===== src/rtl/tp_pkg.sv =====
package tp_pkg;
  localparam int RATE_W  = 3;
  localparam int PSC_W   = 1 << RATE_W;
  localparam int TMR_W   = 8;
  localparam int DATA_W  = 8;
  localparam int PH_W    = 2;
  localparam int INH_CYC = 2;
  localparam int INH_W   = $clog2(INH_CYC + 1);
  localparam int ADDR_W  = 2;

  typedef struct packed {
    logic              src_ext;
    logic              edge_fall;
    logic              psc_wdt;
    logic [RATE_W-1:0] rate;
  } tp_ctrl_t;

  localparam int CTRL_W = $bits(tp_ctrl_t);
  localparam tp_ctrl_t CTRL_RST = '{src_ext: 1'b1, edge_fall: 1'b1,
                                    psc_wdt: 1'b1, rate: '1};

  typedef enum logic [ADDR_W-1:0] {
    ADDR_CTRL = 2'd0,
    ADDR_CNT  = 2'd1,
    ADDR_FLAG = 2'd2
  } tp_addr_e;
endpackage


===== src/rtl/tp_phase_gen.sv =====
module tp_phase_gen #(
  parameter int PH_W = 2
) (
  input  logic clk,
  input  logic rst_n,
  output logic rst_sync_n_o,
  output logic icyc_evt_o,
  output logic sample_en_o
);
  logic [1:0]      rs_q;
  logic [PH_W-1:0] ph_q;
  logic [PH_W-1:0] ph_d;

  // reset: asserted asynchronously, released on the clock
  always_ff @(posedge clk or negedge rst_n) begin
    if (!rst_n) rs_q <= 2'b00;
    else        rs_q <= {rs_q[0], 1'b1};
  end
  assign rst_sync_n_o = rs_q[1];

  always_comb ph_d = ph_q + 1'b1;

  always_ff @(posedge clk or negedge rst_sync_n_o) begin
    if (!rst_sync_n_o) ph_q <= '0;
    else               ph_q <= ph_d;
  end

  // last phase closes the instruction cycle; odd phases are the sample points
  assign icyc_evt_o  = (ph_q == '1);
  assign sample_en_o = ph_q[0];

  AST_PHASE_WRAP: assert property (@(posedge clk) disable iff (!rst_sync_n_o)
    icyc_evt_o |=> (!icyc_evt_o && !sample_en_o));
endmodule


===== src/rtl/tp_edge_sync.sv =====
module tp_edge_sync #(
  parameter int SYNC_STAGES = 2
) (
  input  logic clk,
  input  logic rst_n,
  input  logic sample_en_i,
  input  logic invert_i,
  input  logic pin_i,
  output logic evt_o
);
  logic [SYNC_STAGES-1:0] sync_q;
  logic [SYNC_STAGES-1:0] sync_d;
  logic                   lvl;
  logic                   samp_q;
  logic                   samp_d;

  generate
    if (SYNC_STAGES == 1) begin : g_one
      always_comb sync_d = pin_i;
    end else begin : g_many
      always_comb sync_d = {sync_q[SYNC_STAGES-2:0], pin_i};
    end
  endgenerate

  always_ff @(posedge clk or negedge rst_n) begin
    if (!rst_n) sync_q <= '0;
    else        sync_q <= sync_d;
  end

  always_comb begin
    lvl    = sync_q[SYNC_STAGES-1] ^ invert_i;
    samp_d = sample_en_i ? lvl : samp_q;
  end

  always_ff @(posedge clk or negedge rst_n) begin
    if (!rst_n) samp_q <= 1'b0;
    else        samp_q <= samp_d;
  end

  assign evt_o = sample_en_i & lvl & ~samp_q;

  AST_EVT_SPACED: assert property (@(posedge clk) disable iff (!rst_n)
    evt_o |=> !evt_o);
endmodule


===== src/rtl/tp_prescaler.sv =====
module tp_prescaler #(
  parameter int RATE_W = 3,
  parameter int PSC_W  = 8
) (
  input  logic              clk,
  input  logic              rst_n,
  input  logic              clr_i,
  input  logic              evt_i,
  input  logic              to_wdt_i,
  input  logic [RATE_W-1:0] rate_i,
  output logic              tick_o
);
  logic [PSC_W-1:0] psc_q;
  logic [PSC_W-1:0] psc_d;
  logic [PSC_W:0]   pow_w;
  logic [PSC_W:0]   pow_t;
  logic [PSC_W-1:0] mask;

  always_comb begin
    pow_w = (PSC_W+1)'(1) << rate_i;
    pow_t = pow_w << 1;
    mask  = to_wdt_i ? PSC_W'(pow_w - 1'b1) : PSC_W'(pow_t - 1'b1);
  end

  always_comb begin
    psc_d = psc_q;
    if (clr_i)      psc_d = '0;
    else if (evt_i) psc_d = psc_q + 1'b1;
  end

  always_ff @(posedge clk or negedge rst_n) begin
    if (!rst_n) psc_q <= '0;
    else        psc_q <= psc_d;
  end

  assign tick_o = evt_i & ~clr_i & ((psc_q & mask) == mask);

  AST_PSC_CLEARED: assert property (@(posedge clk) disable iff (!rst_n)
    clr_i |=> (psc_q == '0));
endmodule


===== src/rtl/tmr_shared_presc.sv =====
module tmr_shared_presc
  import tp_pkg::*;
(
  input  logic              clk,
  input  logic              rst_n,
  input  logic              wr_en,
  input  logic [ADDR_W-1:0] wr_addr,
  input  logic [DATA_W-1:0] wr_data,
  input  logic              ext_clk_i,
  input  logic              wdt_tick_i,
  output logic              wdt_tick_o,
  output logic [TMR_W-1:0]  count_o,
  output logic              ovf_o,
  output logic [DATA_W-1:0] ctrl_o,
  output logic              icyc_o
);
  logic rst_sync_n;
  logic icyc_evt;
  logic sample_en;
  logic ext_evt;
  logic psc_tick;

  tp_ctrl_t         ctrl_q,  ctrl_d;
  logic [TMR_W-1:0] cnt_q,   cnt_d;
  logic             ovf_q,   ovf_d;
  logic [INH_W-1:0] inh_q,   inh_d;
  logic             wdt_q,   wdt_d;

  logic wr_ctrl, wr_cnt, wr_flag;
  logic src_evt, tmr_evt, psc_evt, psc_clr, tmr_inc;

  tp_phase_gen #(.PH_W(PH_W)) u_phase (
    .clk          (clk),
    .rst_n        (rst_n),
    .rst_sync_n_o (rst_sync_n),
    .icyc_evt_o   (icyc_evt),
    .sample_en_o  (sample_en)
  );

  tp_edge_sync #(.SYNC_STAGES(2)) u_sync (
    .clk         (clk),
    .rst_n       (rst_sync_n),
    .sample_en_i (sample_en),
    .invert_i    (ctrl_q.edge_fall),
    .pin_i       (ext_clk_i),
    .evt_o       (ext_evt)
  );

  tp_prescaler #(.RATE_W(RATE_W), .PSC_W(PSC_W)) u_psc (
    .clk      (clk),
    .rst_n    (rst_sync_n),
    .clr_i    (psc_clr),
    .evt_i    (psc_evt),
    .to_wdt_i (ctrl_q.psc_wdt),
    .rate_i   (ctrl_q.rate),
    .tick_o   (psc_tick)
  );

  // write decode
  always_comb begin
    wr_ctrl = wr_en && (wr_addr == ADDR_CTRL);
    wr_cnt  = wr_en && (wr_addr == ADDR_CNT);
    wr_flag = wr_en && (wr_addr == ADDR_FLAG);
  end

  // event routing through the shared prescaler
  always_comb begin
    src_evt = ctrl_q.src_ext ? ext_evt : icyc_evt;
    tmr_evt = src_evt && (inh_q == '0);
    psc_evt = ctrl_q.psc_wdt ? wdt_tick_i : tmr_evt;
    psc_clr = wr_ctrl || wr_cnt;
    tmr_inc = ctrl_q.psc_wdt ? tmr_evt : psc_tick;
    wdt_d   = ctrl_q.psc_wdt ? psc_tick : wdt_tick_i;
  end

  // next state
  always_comb begin
    ctrl_d = ctrl_q;
    if (wr_ctrl) ctrl_d = tp_ctrl_t'(wr_data[CTRL_W-1:0]);

    cnt_d = cnt_q;
    if (wr_cnt)       cnt_d = wr_data[TMR_W-1:0];
    else if (tmr_inc) cnt_d = cnt_q + 1'b1;

    ovf_d = ovf_q;
    if (tmr_inc && !wr_cnt && (cnt_q == '1)) ovf_d = 1'b1;
    else if (wr_flag)                        ovf_d = wr_data[0];

    inh_d = inh_q;
    if (wr_cnt)                          inh_d = INH_W'(INH_CYC);
    else if (icyc_evt && (inh_q != '0))  inh_d = inh_q - 1'b1;
  end

  // registers
  always_ff @(posedge clk or negedge rst_sync_n) begin
    if (!rst_sync_n) begin
      ctrl_q <= CTRL_RST;
      cnt_q  <= '0;
      ovf_q  <= 1'b0;
      inh_q  <= '0;
      wdt_q  <= 1'b0;
    end else begin
      ctrl_q <= ctrl_d;
      cnt_q  <= cnt_d;
      ovf_q  <= ovf_d;
      inh_q  <= inh_d;
      wdt_q  <= wdt_d;
    end
  end

  assign wdt_tick_o = wdt_q;
  assign count_o    = cnt_q;
  assign ovf_o      = ovf_q;
  assign ctrl_o     = {{(DATA_W-CTRL_W){1'b0}}, ctrl_q};
  assign icyc_o     = icyc_evt;

  AST_WRAP_FLAG: assert property (@(posedge clk) disable iff (!rst_sync_n)
    ((cnt_q == '1) && tmr_inc && !wr_cnt) |=> ((cnt_q == '0) && ovf_q));
  AST_FLAG_STICKY: assert property (@(posedge clk) disable iff (!rst_sync_n)
    (ovf_q && !wr_flag) |=> ovf_q);
  AST_INHIBIT_HOLD: assert property (@(posedge clk) disable iff (!rst_sync_n)
    ((inh_q != '0) && !wr_cnt) |=> $stable(cnt_q));
  AST_WDT_BYPASS: assert property (@(posedge clk) disable iff (!rst_sync_n)
    !ctrl_q.psc_wdt |=> (wdt_tick_o == $past(wdt_tick_i)));
  AST_ONE_STEP: assert property (@(posedge clk) disable iff (!rst_sync_n)
    !wr_cnt |=> ((cnt_q == $past(cnt_q)) || (cnt_q == $past(cnt_q) + 1'b1)));
endmodule


===== config.mk =====
export PLATFORM = sky130hd
export DESIGN_NAME = tmr_shared_presc
export DESIGN_NICKNAME = d
export VERILOG_FILES = /design/src/rtl/tp_pkg.sv /design/src/rtl/tp_phase_gen.sv /design/src/rtl/tp_edge_sync.sv /design/src/rtl/tp_prescaler.sv /design/src/rtl/tmr_shared_presc.sv
export SDC_FILE = /design/constraint.sdc
export NUM_CORES = 1
export LEC_CHECK = 0
export ABC_AREA = 1
export ABC_CLOCK_PERIOD_IN_PS = 1100
export BUFFER_PORTS_ARGS = -buffer_cell sky130_fd_sc_hd__buf_4
export CORE_ASPECT_RATIO = 0.8
export CORE_MARGIN = 2
export CORE_UTILIZATION = 40
export CTS_CLUSTER_DIAMETER = 50
export DETAILED_ROUTE_END_ITERATION = 8
export GPL_ROUTABILITY_DRIVEN = 1
export PLACE_DENSITY = 0.64
export SYNTH_ARGS = -nofsm -noshare
export SYNTH_HDL_FRONTEND = slang
export SYNTH_SLANG_ARGS = --single-unit

===== constraint.sdc =====
create_clock -name clk -period 1.1 [get_ports clk]
set_input_delay 0.22 -clock clk [delete_from_list [all_inputs] [get_ports clk]]
set_output_delay 0.22 -clock clk [all_outputs]
set_load 0.05 [all_outputs]

==> results.yml, run 1 <==
floorplanning:
  rows: 21
  design.die.area_um2: 5040
  chipWidth_um: 78.9
  core_area_um2: 4260
  initial_core_util_pct: 42.2
  pin_count: 34
  die_h_um: 63.9
pwr:
  leakage_nw: 1.43
  peakVddDrop_uv: 1260
  power.total_mw: 5.47
  powerDensity_nw_per_um2: 1880
setup_path:
  crit_family: "simple AND/OR/NAND/NOR gates"
  path_buf_inv: 1
  cp.arrival_ns: 1.88
  crit_fanout: 8
  startpoint: "ctrl_o[4]"
  cp-start-kind: "flop"
  crit_top_cell: "nand3_4"
  end_kind: "flop"
  path_class: "reg2reg"
  path_cells: "inv_2, nand2_2, nand4_1, nand2_2, nand3_4, a21oi_4, nand3_4, nand3_4, nand2_1, nand2_1"
  cp.required_ns: 1.33
  r2r-start: "ctrl_o[4]"
  cpPeakStageDelay_ns: 0.55
  cpMaxStageDelayCell: "dfstp_2"
sta:
  min_period_ns: 1.64
  setup_ws_ns: -0.543
  finalHoldViolCount: 0
  fmax_ghz: 0.609
  setup_violations: 33
  fin_worst_skew_ns: 0.00448
  maxSlewViolCount: 0
  fin_crit_sh_pct: 149
  grt_setup_unrepaired: "yes"
yosys:
  synth-warning-count: 0
  synth-seq-cells: 33
  yosys.area.top_type_share_pct: 37.6
  synth_seq_area_share_pct: 46.4
  synth_fa_ha_area_share_pct: 2.79
  postSynthCellCount: 219
  syn-mean-instance-area_um2: 8.20
  yosys.area_share.simple_pct: 26.3
  synthXorXnorAreaFrac_pct: 4.39
  synth.area.mux_share_pct: 0.557
  synthTopCellsByArea: "dfrtp_1 (38%), nand2_1 (11%), dfstp_2 (8.8%)"
  synth_edf_count: 0
  synth_ff_type: "dfrtp_1"
  yosysTopAreaCell: "dfrtp_1"
  synthArstFlopShare_pct: 100
  yosysUniqueCellTypes: 30
  synth_top_family_by_area: "simple AND/OR/NAND/NOR gates"
  synth_compound_area_share_pct: 10.8
  synth_area_um2: 1800
cts:
  cts_sinks: 33
  cts_made_buffers: 5
  cts-root-buf: "clkbuf_8"
  cts.clk_slew.worst_paths_ns: 0.06
  clock_latency_ns: 0.29
  cts.path.max_buffers: 2
  htreeDepth: 2
  tritoncts: "done"
global_routing:
  grt_antenna_before_repair: 0
  grt_pass1_wl_um: 8050
  grt_pass1_vias: 1795
  grt_start_max_net_pins: 32
  grt_overflow: 0
  globalRouteTotalUtil_pct: 21.1
cells_and_area:
  fillers: 332
  layout-drive-gt1-share_pct: 44.9
  multi_input_area_um2: 951
  seqCellArea_um2: 836
  areaGrowthSynthToFinish_pct: 62.1
  n_antenna_cell: 0
  final_nets: 330
placed_design:
  pre_cts_slack_ns: -0.581
  hpwlAfterDp_um: 3190
  gp_congestion: 0.802
  io_buffers: 31
outcome:
  violations: "setup timing"
  outcome: "finished, violations left"
hold_path:
  hold_path_class: "in2reg"
  min-delay-start: "ext_clk_i"
detailed_routing:
  first_pass_iters: 4
  viasPerCell: 4.77
  first_iter_violations: 71
  via_count: 1759
  post-route-drc-count: 0
  detail-route-antenna-nets: 0
  wirelength_um: 4780
  wl_per_cell_um: 13.0
run:
  maxCapViolations: 0
==> cell usage in the layout (no fill, tap or decap), types with 5 or more instances in the layout <==
cell / synthesis / routed
buf_4: 4 / 57
nand2_1: 52 / 46
dfrtp_1: 27 / 25
inv_1: 24 / 22
buf_6: 0 / 18
nor2_1: 16 / 13
buf_8: 0 / 12
o21ai_0: 13 / 11
nand4_1: 10 / 10
nand3_1: 11 / 7
a21oi_1: 11 / 7
xor2_1: 7 / 7
inv_2: 4 / 6
nand3_2: 2 / 6
dfstp_2: 6 / 6
a21oi_2: 1 / 5
o21ai_1: 4 / 5
clkbuf_8: 0 / 5
==> worst paths after layout <==
| kind | slack (ns) | cells after the start | endpoint |
|---|---|---|---|
| worst max-delay path | -0.54 | 10 | count_o[4] |
| worst min-delay path | 0.03 | 1 | u_sync.sync_q[0] |
| worst max register to register | -0.54 | 10 | count_o[4] |
| worst min register to register | 0.23 | 1 | count_o[7] |
| max in group asynchronous | 0.63 | 1 | ctrl_o[5] |
| min in group asynchronous | 0.23 | 1 | count_o[7] |
==> per-stage QoR <==
step	TNS, ns	cell area, µm²	cells	hold slack (ns)	utilization, %
6_report	-11.32	2910	369	0.0297	68.4
5_1_grt	-13.46	2910	369	0.0202	68.4
4_1_cts	-11.03	2880	372	0.0227	67.7
3_5_place_dp	-9.46	2430	344	0.00276	57.1
3_3_place_gp	-8.72	2430	344	0.00256	57.1
2_1_floorplan	-9.07	1820	220	-0.0756	-
==> cells in the mapped netlist (all sizes together), types with 2 or more instances <==
cell type  count
nor3           4
nand3         15
xnor2          2
nand4         10
dfstp          6
xor2           7
ha             4
a21oi         13
dfrtp         27
nor2          17
o21ai         17
inv           28
conb           2
buf            4
nand2         54
clkbuf         3
o22ai          2
==> per-layer routing <==
layer  vias to the layer above  global-route usage (%)  routed length, µm
met5                         -                       0                  0
met2                        32                    33.2               2280
met3                         8                    4.52                168
li1                        895                       -                  -
met4                         0                    9.05                 89
met1                       824                    28.2               2240
==> sequential cells by signal (all words and copies together), names as in the netlist <==
signal         flops
count_o            8
u_psc.psc_q        8
ctrl_o             6
inh_q              2
u_phase.ph_q       2
u_phase.rs_q       2
u_sync.sync_q      2
ovf_o              1
u_sync.samp_q      1
wdt_tick_o         1
==> where the power goes <==
part           internal [mW]  total, mW  switching (mW)
combinational           1.31       2.86            1.54
clock                  0.438      0.889           0.451
sequential              1.50       1.72           0.221
total                   3.25       5.47            2.21
==> final cells by class <==
class / count / share of cell area (%)
Clock buffer: 6 / 2.49
Clock inverter: 2 / 0.344
Inverter: 29 / 3.74
Multi-Input combinational cell: 152 / 32.7
Sequential cell: 33 / 28.7
Tap cell: 57 / 2.45
Timing Repair Buffer: 90 / 29.6
==> cells by family (layout without fill, tap and decap cells) <==
kind of cell	after synthesis	count (layout)
xor+xnor	9	9
buf+inv	36	127
flops	33	33
fa+ha+maj	4	4
mux	1	1
compound gates	34	34
other cells	2	3
simple gates	100	101
==> repair_timing <==
action / CTS / global route
pin swaps: 6 / 10
gates cloned: 1 / 0
hold buffers: 1 / 0
endpoints found under the hold margin: 2 / 0
endpoints found under the setup margin: 34 / 39
resized for setup: 57 / 16
setup buffers: 18 / 3
Note: power is estimated with default switching activity, not from simulation.
==> run 2, diff against run 1 <==
--- a/config.mk
+++ b/config.mk
@@ -5,7 +5,7 @@
 export SDC_FILE = /design/constraint.sdc
 export NUM_CORES = 1
 export LEC_CHECK = 0
-export ABC_AREA = 1
+export ABC_AREA = 0
 export ABC_CLOCK_PERIOD_IN_PS = 1100
 export BUFFER_PORTS_ARGS = -buffer_cell sky130_fd_sc_hd__buf_4
 export CORE_ASPECT_RATIO = 0.8
==> results.yml, run 2 <==
setup_path:
  path_class: "reg2reg"
  crit_fanout: 6
  r2r_slack_ns: -0.90
  cp-start-kind: "flop"
  end_kind: "flop"
  cp.arrival_ns: 2.23
  cp.required_ns: 1.33
floorplanning:
  core_area_um2: 4130
  pin_count: 34
  die_h_um: 62.1
  chipWidth_um: 76.7
  initial_core_util_pct: 40.9
  rows: 21
  design.die.area_um2: 4760
yosys:
  synthArstFlopShare_pct: 100
  synth_most_common_cell: "dfrtp_1"
  synth-seq-cells: 33
  synth_ff_type: "dfrtp_1"
  synth_edf_count: 0
  synth_area_um2: 1690
  synth_top_cells_by_count: "dfrtp_1 (27), nand2_1 (15), nor2_1 (14), o21ai_0 (12)"
  yosys.area.top_type_share_pct: 40.0
  synthTopCellsByArea: "dfrtp_1 (40%), dfstp_2 (9.3%), o21ai_0 (3.6%)"
  synth-warning-count: 0
  synth_seq_area_share_pct: 49.3
  yosysTopAreaCell: "dfrtp_1"
  postSynthCellCount: 171
  yosysUniqueCellTypes: 46
  syn-mean-instance-area_um2: 9.88
global_routing:
  grt.met1_usage_pct: 28.3
  grt_start_max_net_pins: 32
  grt_antenna_before_repair: 0
  grt_pass1_wl_um: 8200
  globalRouteTotalUtil_pct: 22.0
  gr-max-usage-layer: "met2"
  grt_overflow: 0
  grt_pass1_vias: 1762
  use_met2_pct: 36.4
  met3_usage_pct: 5.09
cts:
  clock_latency_ns: 0.29
  tritoncts: "done"
  cts.clk_slew.worst_paths_ns: 0.07
  cts-root-buf: "clkbuf_8"
  cts_sinks: 33
  htreeDepth: 2
  cts.path.max_buffers: 2
  cts_made_buffers: 5
detailed_routing:
  post-route-drc-count: 0
  wirelength_um: 5310
  wl_per_cell_um: 16.2
  first_iter_violations: 111
  via_count: 1720
  viasPerCell: 5.26
  detail-route-antenna-nets: 0
  first_pass_iters: 4
placed_design:
  io_buffers: 31
  gp_congestion: 0.905
  dpl-instance-area_um2: 2350
  placed_cells: 297
  hpwlAfterDp_um: 3320
sta:
  setup_ws_ns: -0.896
  grt_setup_unrepaired: "yes"
  fin_hold_ws_ns: 0.0346
  setup_violations: 33
  maxSlewViolCount: 0
  fin_worst_skew_ns: 0.00704
  finalHoldViolCount: 0
  fin_setup_tns_ns: -14.66
  fin_crit_sh_pct: 181
  fmax_ghz: 0.501
  min_period_ns: 2.00
pwr:
  leakage_nw: 1.39
  peakVddDrop_uv: 867
  power.total_mw: 5.24
  powerDensity_nw_per_um2: 1750
cells_and_area:
  final_area_um2: 2990
  n_antenna_cell: 0
  final_nets: 288
  layout-drive-gt1-share_pct: 55.2
  areaGrowthSynthToFinish_pct: 77.1
  layout_common_cells: "buf_4 (59), dfrtp_1 (27), buf_6 (24)"
  final_cells: 327
  final_common_cell: "buf_4"
outcome:
  outcome: "finished, violations left"
  violations: "setup timing"
run:
  maxCapViolations: 0
hold_path:
  hold_path_class: "in2reg"
==> run 2: cell types whose count changed in the layout (fill, tap and decap cells not counted), sizes merged, moves of 4 or more <==
cell   previous run  this run
a21oi            13         5
a31oi             0         7
buf              89        99
inv              28         7
nand2            54        15
nand3            16         6
nand4            10         2
nor2b             0         4
o21ai            17        12
or3               0         4
xnor2             2         6
xor2              7         1
==> run 2: power by group <==
group	leakage, nW	switching [mW]	internal, mW
Sequential	0.400	0.198	1.46
Clock	0.0542	0.466	0.566
Combinational	0.935	1.24	1.31
==> run 2: path summary, 6_finish.rpt <==
check                                startpoint          endpoint  depth (start not counted)
worst max-delay path                  ctrl_o[3]        count_o[4]                          8
worst min-delay path                  ext_clk_i  u_sync.sync_q[0]                          1
worst max register to register        ctrl_o[3]        count_o[4]                          8
worst min register to register  u_phase.rs_q[1]   u_phase.ph_q[1]                          1
max in group asynchronous       u_phase.rs_q[1]         ctrl_o[1]                          1
min in group asynchronous       u_phase.rs_q[1]   u_phase.ph_q[1]                          1
==> run 2: critical path, cell delays in order (launching register included) <==
cell and delay, ns:
dfstp_2 0.55, buf_6 0.10, nor2b_2 0.04, a2bb2oi_2 0.13, a211oi_2 0.26, a31oi_2 0.18
buf_6 0.17, or4_1 0.40, nand3_1 0.10
==> run 2: logic make-up (layout without fill, tap and decap cells) <==
family,count (synthesis),count (layout),synth area share (%)
compound gates,39,39,15.4
xor+xnor,7,7,3.63
fa+ha+maj,4,4,2.96
buf+inv,17,115,5.11
flops,33,33,49.3
mux,5,5,3.19
other cells,2,3,0.445
simple gates,64,64,19.9
==> run 2: cell type report <==
class,instances,area [µm²]
fill,267,1130
multi-input combinational,122,991
timing repair buffer,100,968
sequential,33,833
clock buffer,7,96.3
tap,57,71.3
inverter,7,26.3
clock inverter,1,5.00
==> run 2: through the flow <==
stage	utilization, %	setup WS (ns)
floorplan	-	-0.831
global placement	57.0	-0.766
detailed placement	57.0	-0.860
CTS	68.7	-0.851
global route	72.5	-0.951
finish	72.5	-0.896
==> run 2: timing repair <==
| item | CTS | global route |
|---|---|---|
| setup endpoints to repair | 34 | 40 |
| hold buffers | 1 | 0 |
| gates cloned | 2 | 0 |
| hold endpoints to repair | 2 | 0 |
| gates resized for setup | 68 | 29 |
| buffers inserted | 11 | 10 |
| pin swaps | 24 | 17 |
==> run 2: per-layer routing <==
layer	share of wire (%)	wire (µm)
met1	43	2270
met2	51	2690
met3	4.7	252
met4	1.9	99
met5	0	0
